`config.mk`:
```
export PLATFORM = sky130hd
export DESIGN_NAME = mhf_addr_filter
export DESIGN_NICKNAME = d
export VERILOG_FILES = /design/src/rtl/mhf_pkg.sv /design/src/rtl/mhf_crc_engine.sv /design/src/rtl/mhf_hash_table.sv /design/src/rtl/mhf_accept_logic.sv /design/src/rtl/mhf_addr_filter.sv
export SDC_FILE = /design/constraint.sdc
export NUM_CORES = 1
export LEC_CHECK = 0
export ABC_CLOCK_PERIOD_IN_PS = 3050
export BUFFER_PORTS_ARGS = -buffer_cell sky130_fd_sc_hd__buf_2
export CORE_AREA = 5 5 183 141
export DETAILED_ROUTE_END_ITERATION = 10
export DIE_AREA = 0 0 188 146
export HOLD_SLACK_MARGIN = 0.1
export PLACE_DENSITY = 0.67
export SLEW_MARGIN = 20
export SYNTH_ARGS = -nofsm -noshare
export SYNTH_HDL_FRONTEND = slang
export SYNTH_SLANG_ARGS = --single-unit
```
`constraint.sdc`:
```
create_clock -name clk -period 3.05 [get_ports clk]
set_clock_uncertainty 0.1 [all_clocks]
set_input_delay 0.7625 -clock clk [delete_from_list [all_inputs] [get_ports clk]]
set_output_delay 0.7625 -clock clk [all_outputs]
set_load 0.005 [all_outputs]
```
`src/rtl/mhf_pkg.sv`:
```
package mhf_pkg;

    localparam int ADDR_BYTES = 6;
    localparam int BYTE_W     = 8;
    localparam int ADDR_W     = ADDR_BYTES * BYTE_W;
    localparam int CRC_W      = 32;
    localparam int IDX_W      = 6;
    localparam int HASH_W     = 1 << IDX_W;
    localparam int WORD_W     = 32;
    localparam int WORD_BYTES = WORD_W / BYTE_W;
    localparam int CFG_W      = 4;
    localparam int CNT_W      = $clog2(ADDR_BYTES + 1);

    localparam logic [CRC_W-1:0] CRC_SEED      = '1;
    localparam logic [CRC_W-1:0] CRC_TAP_NOLSB = 32'h04C1_1DB6;

    typedef enum int unsigned {
        CFG_ALL   = 0,
        CFG_OWN   = 1,
        CFG_MCAST = 2,
        CFG_BCAST = 3
    } cfg_pos_e;

    typedef struct packed {
        logic bcast;
        logic phys;
        logic mcast;
    } match_t;

    typedef struct packed {
        logic [ADDR_W-1:0] dst;
        logic [ADDR_W-1:0] sta;
        logic [CFG_W-1:0]  cfg;
    } frame_ctx_t;

    function automatic logic [CRC_W-1:0] crc_bit_step(
        input logic [CRC_W-1:0] crc,
        input logic             din
    );
        logic             fb;
        logic [CRC_W-1:0] nxt;
        fb  = crc[CRC_W-1] ^ din;
        nxt = {crc[CRC_W-2:0], 1'b0};
        if (fb) begin
            nxt = (nxt ^ CRC_TAP_NOLSB) | {{(CRC_W-1){1'b0}}, 1'b1};
        end
        return nxt;
    endfunction

    function automatic logic [CRC_W-1:0] crc_byte_step(
        input logic [CRC_W-1:0]  crc,
        input logic [BYTE_W-1:0] data
    );
        logic [CRC_W-1:0] c;
        c = crc;
        for (int b = 0; b < BYTE_W; b++) begin
            c = crc_bit_step(c, data[b]);
        end
        return c;
    endfunction

    function automatic logic [BYTE_W-1:0] addr_byte(
        input logic [ADDR_W-1:0] addr,
        input logic [CNT_W-1:0]  k
    );
        logic [ADDR_W-1:0] sh;
        sh = addr >> (BYTE_W * (ADDR_BYTES - 1 - int'(k)));
        return sh[BYTE_W-1:0];
    endfunction

    function automatic logic [WORD_W-1:0] rev_bytes(input logic [WORD_W-1:0] w);
        logic [WORD_W-1:0] r;
        for (int i = 0; i < WORD_BYTES; i++) begin
            r[i*BYTE_W +: BYTE_W] = w[(WORD_BYTES-1-i)*BYTE_W +: BYTE_W];
        end
        return r;
    endfunction

endpackage

```
`src/rtl/mhf_crc_engine.sv`:
```
module mhf_crc_engine
    import mhf_pkg::*;
#(
    parameter int N_BYTES = ADDR_BYTES,
    localparam int AW     = N_BYTES * BYTE_W,
    localparam int CW     = $clog2(N_BYTES + 1)
) (
    input  logic             clk,
    input  logic             rst,
    input  logic             start,
    input  logic [AW-1:0]    addr_in,
    output logic             launch,
    output logic             busy,
    output logic             crc_valid,
    output logic [CRC_W-1:0] crc_out
);

    logic [CW-1:0]    step_q;
    logic [AW-1:0]    addr_q;
    logic [CRC_W-1:0] crc_q;
    logic [BYTE_W-1:0] cur_byte;

    localparam logic [CW-1:0] LAST = CW'(N_BYTES);

    assign busy      = (step_q != '0);
    assign launch    = start && !busy;
    assign crc_valid = (step_q == LAST);
    assign crc_out   = crc_q;

    always_comb begin
        logic [AW-1:0] sh;
        sh       = addr_q >> (BYTE_W * (N_BYTES - 1 - int'(step_q)));
        cur_byte = sh[BYTE_W-1:0];
    end

    always_ff @(posedge clk) begin
        if (rst) begin
            step_q <= '0;
            addr_q <= '0;
            crc_q  <= CRC_SEED;
        end else if (launch) begin
            addr_q <= addr_in;
            crc_q  <= crc_byte_step(CRC_SEED, addr_in[AW-1 -: BYTE_W]);
            step_q <= CW'(1);
        end else if (busy && !crc_valid) begin
            crc_q  <= crc_byte_step(crc_q, cur_byte);
            step_q <= step_q + CW'(1);
        end else if (crc_valid) begin
            step_q <= '0;
        end
    end

endmodule

```
`src/rtl/mhf_hash_table.sv`:
```
module mhf_hash_table
    import mhf_pkg::*;
#(
    parameter int TBL_IDX_W = IDX_W,
    localparam int TBL_W    = 1 << TBL_IDX_W,
    localparam int N_WORDS  = TBL_W / WORD_W
) (
    input  logic                 clk,
    input  logic                 rst,
    input  logic                 wr_en,
    input  logic                 wr_hi,
    input  logic [WORD_W-1:0]    wr_data,
    input  logic                 swap,
    input  logic [TBL_IDX_W-1:0] idx,
    output logic                 hit
);

    logic [WORD_W-1:0] word_q [N_WORDS];
    logic [TBL_W-1:0]  plain_tbl;
    logic [TBL_W-1:0]  swap_tbl;
    logic [TBL_W-1:0]  tbl;

    for (genvar w = 0; w < N_WORDS; w++) begin : g_word
        always_ff @(posedge clk) begin
            if (rst) begin
                word_q[w] <= '0;
            end else if (wr_en && (int'(wr_hi) == w)) begin
                word_q[w] <= wr_data;
            end
        end
        assign plain_tbl[w*WORD_W +: WORD_W] = word_q[w];
        assign swap_tbl[(N_WORDS-1-w)*WORD_W +: WORD_W] = rev_bytes(word_q[w]);
    end

    assign tbl = swap ? swap_tbl : plain_tbl;
    assign hit = tbl[idx];

endmodule

```
`src/rtl/mhf_accept_logic.sv`:
```
module mhf_accept_logic
    import mhf_pkg::*;
(
    input  logic             clk,
    input  logic             rst,
    input  frame_ctx_t       ctx,
    input  logic             crc_valid,
    input  logic [CRC_W-1:0] crc,
    input  logic             hash_hit,
    output logic [IDX_W-1:0] hash_idx,
    output logic             done,
    output logic             accept,
    output match_t           match
);

    match_t m_c;
    logic   acc_c;

    assign hash_idx = crc[CRC_W-1 -: IDX_W];

    always_comb begin
        m_c.bcast = &ctx.dst;
        m_c.phys  = (ctx.dst == ctx.sta);
        m_c.mcast = ctx.dst[ADDR_W-BYTE_W] && !m_c.bcast;
        acc_c = ctx.cfg[CFG_ALL]
              | (m_c.phys  & ctx.cfg[CFG_OWN])
              | (m_c.bcast & ctx.cfg[CFG_BCAST])
              | (m_c.mcast & ctx.cfg[CFG_MCAST] & hash_hit);
    end

    always_ff @(posedge clk) begin
        if (rst) begin
            done   <= 1'b0;
            accept <= 1'b0;
            match  <= '0;
        end else begin
            done   <= crc_valid;
            accept <= crc_valid && acc_c;
            match  <= crc_valid ? m_c : '0;
        end
    end

endmodule

```
`src/rtl/mhf_addr_filter.sv`:
```
module mhf_addr_filter
    import mhf_pkg::*;
(
    input  logic              clk,
    input  logic              rst,
    input  logic              start,
    input  logic [ADDR_W-1:0] dst_addr,
    input  logic [ADDR_W-1:0] station_addr,
    input  logic [CFG_W-1:0]  accept_cfg,
    input  logic              hash_wr_en,
    input  logic              hash_wr_hi,
    input  logic [WORD_W-1:0] hash_wr_data,
    input  logic              hash_swap,
    output logic              busy,
    output logic              done,
    output logic              accept,
    output logic              is_bcast,
    output logic              is_phys,
    output logic              is_mcast
);

    logic             launch;
    logic             crc_valid;
    logic [CRC_W-1:0] crc;
    logic [IDX_W-1:0] hash_idx;
    logic             hash_hit;
    frame_ctx_t       ctx_q;
    match_t           match;

    always_ff @(posedge clk) begin
        if (rst) begin
            ctx_q <= '0;
        end else if (launch) begin
            ctx_q.dst <= dst_addr;
            ctx_q.sta <= station_addr;
            ctx_q.cfg <= accept_cfg;
        end
    end

    mhf_crc_engine #(.N_BYTES(ADDR_BYTES)) u_crc (
        .clk       (clk),
        .rst       (rst),
        .start     (start),
        .addr_in   (dst_addr),
        .launch    (launch),
        .busy      (busy),
        .crc_valid (crc_valid),
        .crc_out   (crc)
    );

    mhf_hash_table #(.TBL_IDX_W(IDX_W)) u_tbl (
        .clk     (clk),
        .rst     (rst),
        .wr_en   (hash_wr_en),
        .wr_hi   (hash_wr_hi),
        .wr_data (hash_wr_data),
        .swap    (hash_swap),
        .idx     (hash_idx),
        .hit     (hash_hit)
    );

    mhf_accept_logic u_acc (
        .clk       (clk),
        .rst       (rst),
        .ctx       (ctx_q),
        .crc_valid (crc_valid),
        .crc       (crc),
        .hash_hit  (hash_hit),
        .hash_idx  (hash_idx),
        .done      (done),
        .accept    (accept),
        .match     (match)
    );

    assign is_bcast = match.bcast;
    assign is_phys  = match.phys;
    assign is_mcast = match.mcast;

endmodule

```
==> impl_metrics.py <==
metrics = {
    "run_status": {
        "status": "completed",
    },
    "placement": {
        "place_congestion": 0.947,
        "hpwl_um": 22600,
        "io_buffers": 143,
        "pre_cts_ws_ps": 54.7,
    },
    "floorplanning": {
        "fp.coreArea_um2": 23700,
        "io_pins": 144,
        "die_width_um": 188,
        "row_count": 49,
        "die_h_um": 146,
        "initial_utilization": 0.446,
        "die-area_um2": 27400,
    },
    "logic_synthesis": {
        "syn_area_um2": 10500,
        "syn_inst": 1054,
        "ys_ff_latch": 204,
        "synth_top_cell_area_share": 0.266,
        "synth-warning-count": 0,
        "syn-num-nets": 1196,
        "synth_edf_count": 64,
        "ys_async_sr_fraction": 0,
        "synth_top_area_cell": "dfxtp_1",
        "synth_area_leaders": "dfxtp_1, edfxtp_1, mux4_2",
        "seq_area_frac_synth": 0.448,
        "yosysUniqueCellTypes": 53,
        "syn_avg_cell_area_um2": 10.0,
        "synth_ff_type": "dfxtp_1",
    },
    "min_path": {
        "min_to": "ctx_q[27]$_SDFFE_PP0P_",
        "min_path_cells": 2,
        "min_from": "ctx_q[27]$_SDFFE_PP0P_",
        "min_path_type": "reg2reg",
    },
    "sta": {
        "min_period_ps": 2920,
        "finalHoldViolCount": 0,
        "setup_ws_ps": 130,
        "max_freq_ghz": 0.342,
        "setup_viol": 0,
        "worstMarginPinSlew_ps": 1160,
        "fin_crit_sh": 0.957,
        "finalMaxSlewViolations": 0,
        "maxSlewHeadroom": 0.222,
    },
    "critical_path": {
        "r2r_end": "u_crc.crc_out[4]$_SDFFE_PP1P_",
        "crit_required_ps": 3310,
        "worstSetupPathType": "reg2reg",
        "critPathMaxFanout": 8,
        "reg2reg_slack_ps": 130,
        "worstPathArrival_ps": 3180,
        "cp-end-kind": "register",
        "start_kind": "register",
        "r2r_cells": 9,
        "r2r-start": "u_crc.step_q[1]$_SDFFE_PP0P_",
    },
    "grt": {
        "track_usage": 0.216,
        "grt_pass1_vias": 8149,
        "grt_pass1_wl_um": 47300,
        "grt_max_degree": 60,
        "grt-ovfl-total": 0,
        "antenna_found_initial": 0,
    },
    "routing": {
        "vias": 8354,
        "post-route-drc-count": 0,
        "routedWlPerCell_um": 20.1,
        "viasPerCell": 5.53,
        "drt-total-wl_um": 30400,
        "drt_first_pass_iters": 6,
        "drt-initial-drc-count": 894,
        "drtAntennaViolNets": 0,
    },
    "power_and_ir_drop": {
        "pwr_density_cell_nw_per_um2": 797,
        "ir_worst_vdd_mv": 0.518,
        "p_leak_nw": 5.06,
    },
    "cells_and_area": {
        "area_growth_pct": 17.9,
        "num-fill-cells": 2134,
        "drive_gt1_frac": 0.243,
        "fin_util": 0.525,
        "layout.nets": 1331,
    },
    "cts": {
        "root_buffer": "clkbuf_16",
        "cts_buffer_depth": 3,
        "clock_latency_ps": 500,
        "cts_buffers": 21,
        "cts_tree": "built",
        "clk_pin_slew_ps": 60,
        "cts_sinks": 204,
        "htreeDepth": 1,
    },
    "flow_run": {
        "drv_cap": 0,
    },
}
[layout make-up]
class / count / area [um2] / area share
multi-input cells: 771 / 5590 / 0.449
diodes: 1 / 2.50 / 0.000201
clock buffers: 30 / 579 / 0.0466
inverters: 6 / 22.5 / 0.00181
flip-flops and latches: 204 / 4720 / 0.380
clock inverters: 8 / 76.3 / 0.00614
repair buffers: 185 / 1060 / 0.0851
well taps: 306 / 383 / 0.0308
[how the worst max path moves through the flow]
| stage | from | to |
|---|---|---|
| after floorplan | hash_swap | u_acc.accept$_SDFF_PP0_ |
| after global placement | u_crc.step_q[0]$_SDFFE_PP0P_ | u_crc.crc_out[11]$_SDFFE_PP1P_ |
| after detailed placement | u_crc.step_q[1]$_SDFFE_PP0P_ | u_crc.crc_out[8]$_SDFFE_PP1P_ |
| after CTS | u_crc.step_q[0]$_SDFFE_PP0P_ | u_crc.crc_out[11]$_SDFFE_PP1P_ |
| after global routing | u_crc.step_q[1]$_SDFFE_PP0P_ | u_crc.crc_out[13]$_SDFFE_PP1P_ |
| final | u_crc.step_q[1]$_SDFFE_PP0P_ | u_crc.crc_out[4]$_SDFFE_PP1P_ |
[synthesized netlist by cell type, types with 11 or more instances]
master      n
xnor2_1    55
edfxtp_1   64
dfxtp_1   140
and2_1     68
o21ai_0    11
a221oi_1   11
mux4_2     39
nand2_1   221
mux2_2     11
nor2_1     23
clkbuf_1   63
a21oi_1   116
xor2_1     82
nand4_1    16
nor4_1     15
[power by group]
| group | switching [mW] | internal, mW |
|---|---|---|
| Combinational | 1.95 | 1.89 |
| Clock | 1.08 | 1.42 |
| Sequential | 0.401 | 3.16 |
| Total | 3.43 | 6.47 |
[state kept, by name (all words and copies together), names as in the netlist]
register,cells
u_tbl.word_q,64
u_crc.addr_q,48
u_acc.done,1
u_crc.crc_out,32
u_acc.match,3
ctx_q,52
u_acc.accept,1
u_crc.step_q,3
[layer usage]
layer,up-vias,share of wire,GRT usage
li1,3946,-,-
met1,3991,0.47,0.344
met2,383,0.41,0.298
met3,34,0.099,0.0525
met4,0,0.017,0.0345
met5,-,0,0
[critical path, stage by stage, from the launching register on]
cell      delay, ps
dfxtp_1         340
ha_2            320
and3b_2         290
a222oi_1        510
xnor2_2         260
xnor2_2         310
buf_4           190
xor2_4          160
mux2i_1         200
a32oi_1         100
[cell usage in the layout (no fill, tap or decap), types with 3 or more instances in the layout]
| cell type | synthesis | routed |
|---|---|---|
| nand3_1 | 3 | 3 |
| xnor2_1 | 55 | 52 |
| and2_1 | 68 | 67 |
| mux2i_1 | 10 | 10 |
| a211oi_1 | 3 | 3 |
| ha_1 | 4 | 3 |
| nand2_1 | 221 | 220 |
| xnor2_2 | 10 | 11 |
| a22oi_1 | 4 | 3 |
| mux2_1 | 7 | 7 |
| buf_2 | 2 | 142 |
| edfxtp_1 | 64 | 64 |
| buf_4 | 0 | 41 |
| o21ai_0 | 11 | 11 |
| nand4_1 | 16 | 16 |
| nor2_1 | 23 | 23 |
| nor4_1 | 15 | 15 |
| o21ai_1 | 4 | 4 |
| dfxtp_1 | 140 | 140 |
| clkbuf_1 | 63 | 7 |
| nand3b_1 | 3 | 3 |
| clkbuf_16 | 0 | 21 |
| inv_1 | 6 | 6 |
| a222oi_1 | 6 | 6 |
| mux2_2 | 11 | 11 |
| o32ai_1 | 3 | 3 |
| nand2b_1 | 4 | 4 |
| mux4_2 | 39 | 39 |
| and3_1 | 3 | 3 |
| a21oi_1 | 116 | 116 |
| a221oi_1 | 11 | 11 |
| nor3_1 | 10 | 10 |
| xor2_1 | 82 | 82 |
| xnor2_4 | 3 | 5 |
[cell families after synthesis]
logic type / share of synthesized area
buffers and inverters: 0.0305
multiplexers: 0.115
adder cells (fa/ha/maj): 0.00475
XOR/XNOR: 0.142
flip-flops: 0.448
AO/OA/AOI/OAI: 0.0980
AND/OR/NAND/NOR: 0.162
[per-stage QoR]
step                instance area [um2]  total power, mW  hold WS (ps)  instances  setup TNS [ps]
floorplan                         10500             6.26           336       1054               0
global placement                  11700             7.21           354       1468               0
detailed placement                11700             7.23           361       1468               0
CTS                               12300             9.73           369       1506               0
global route                      12400             10.4           387       1510           -19.3
finish                            12400             9.91           366       1511               0
[repair_timing]
| action | in CTS | in global routing |
|---|---|---|
| buffers inserted | 0 | 4 |
| hold endpoints to repair | 0 | 0 |
| gates resized for setup | 0 | 11 |
| endpoints found under the setup margin | 0 | 12 |
| hold buffers | 0 | 0 |
(Power assumes the default switching activity.)
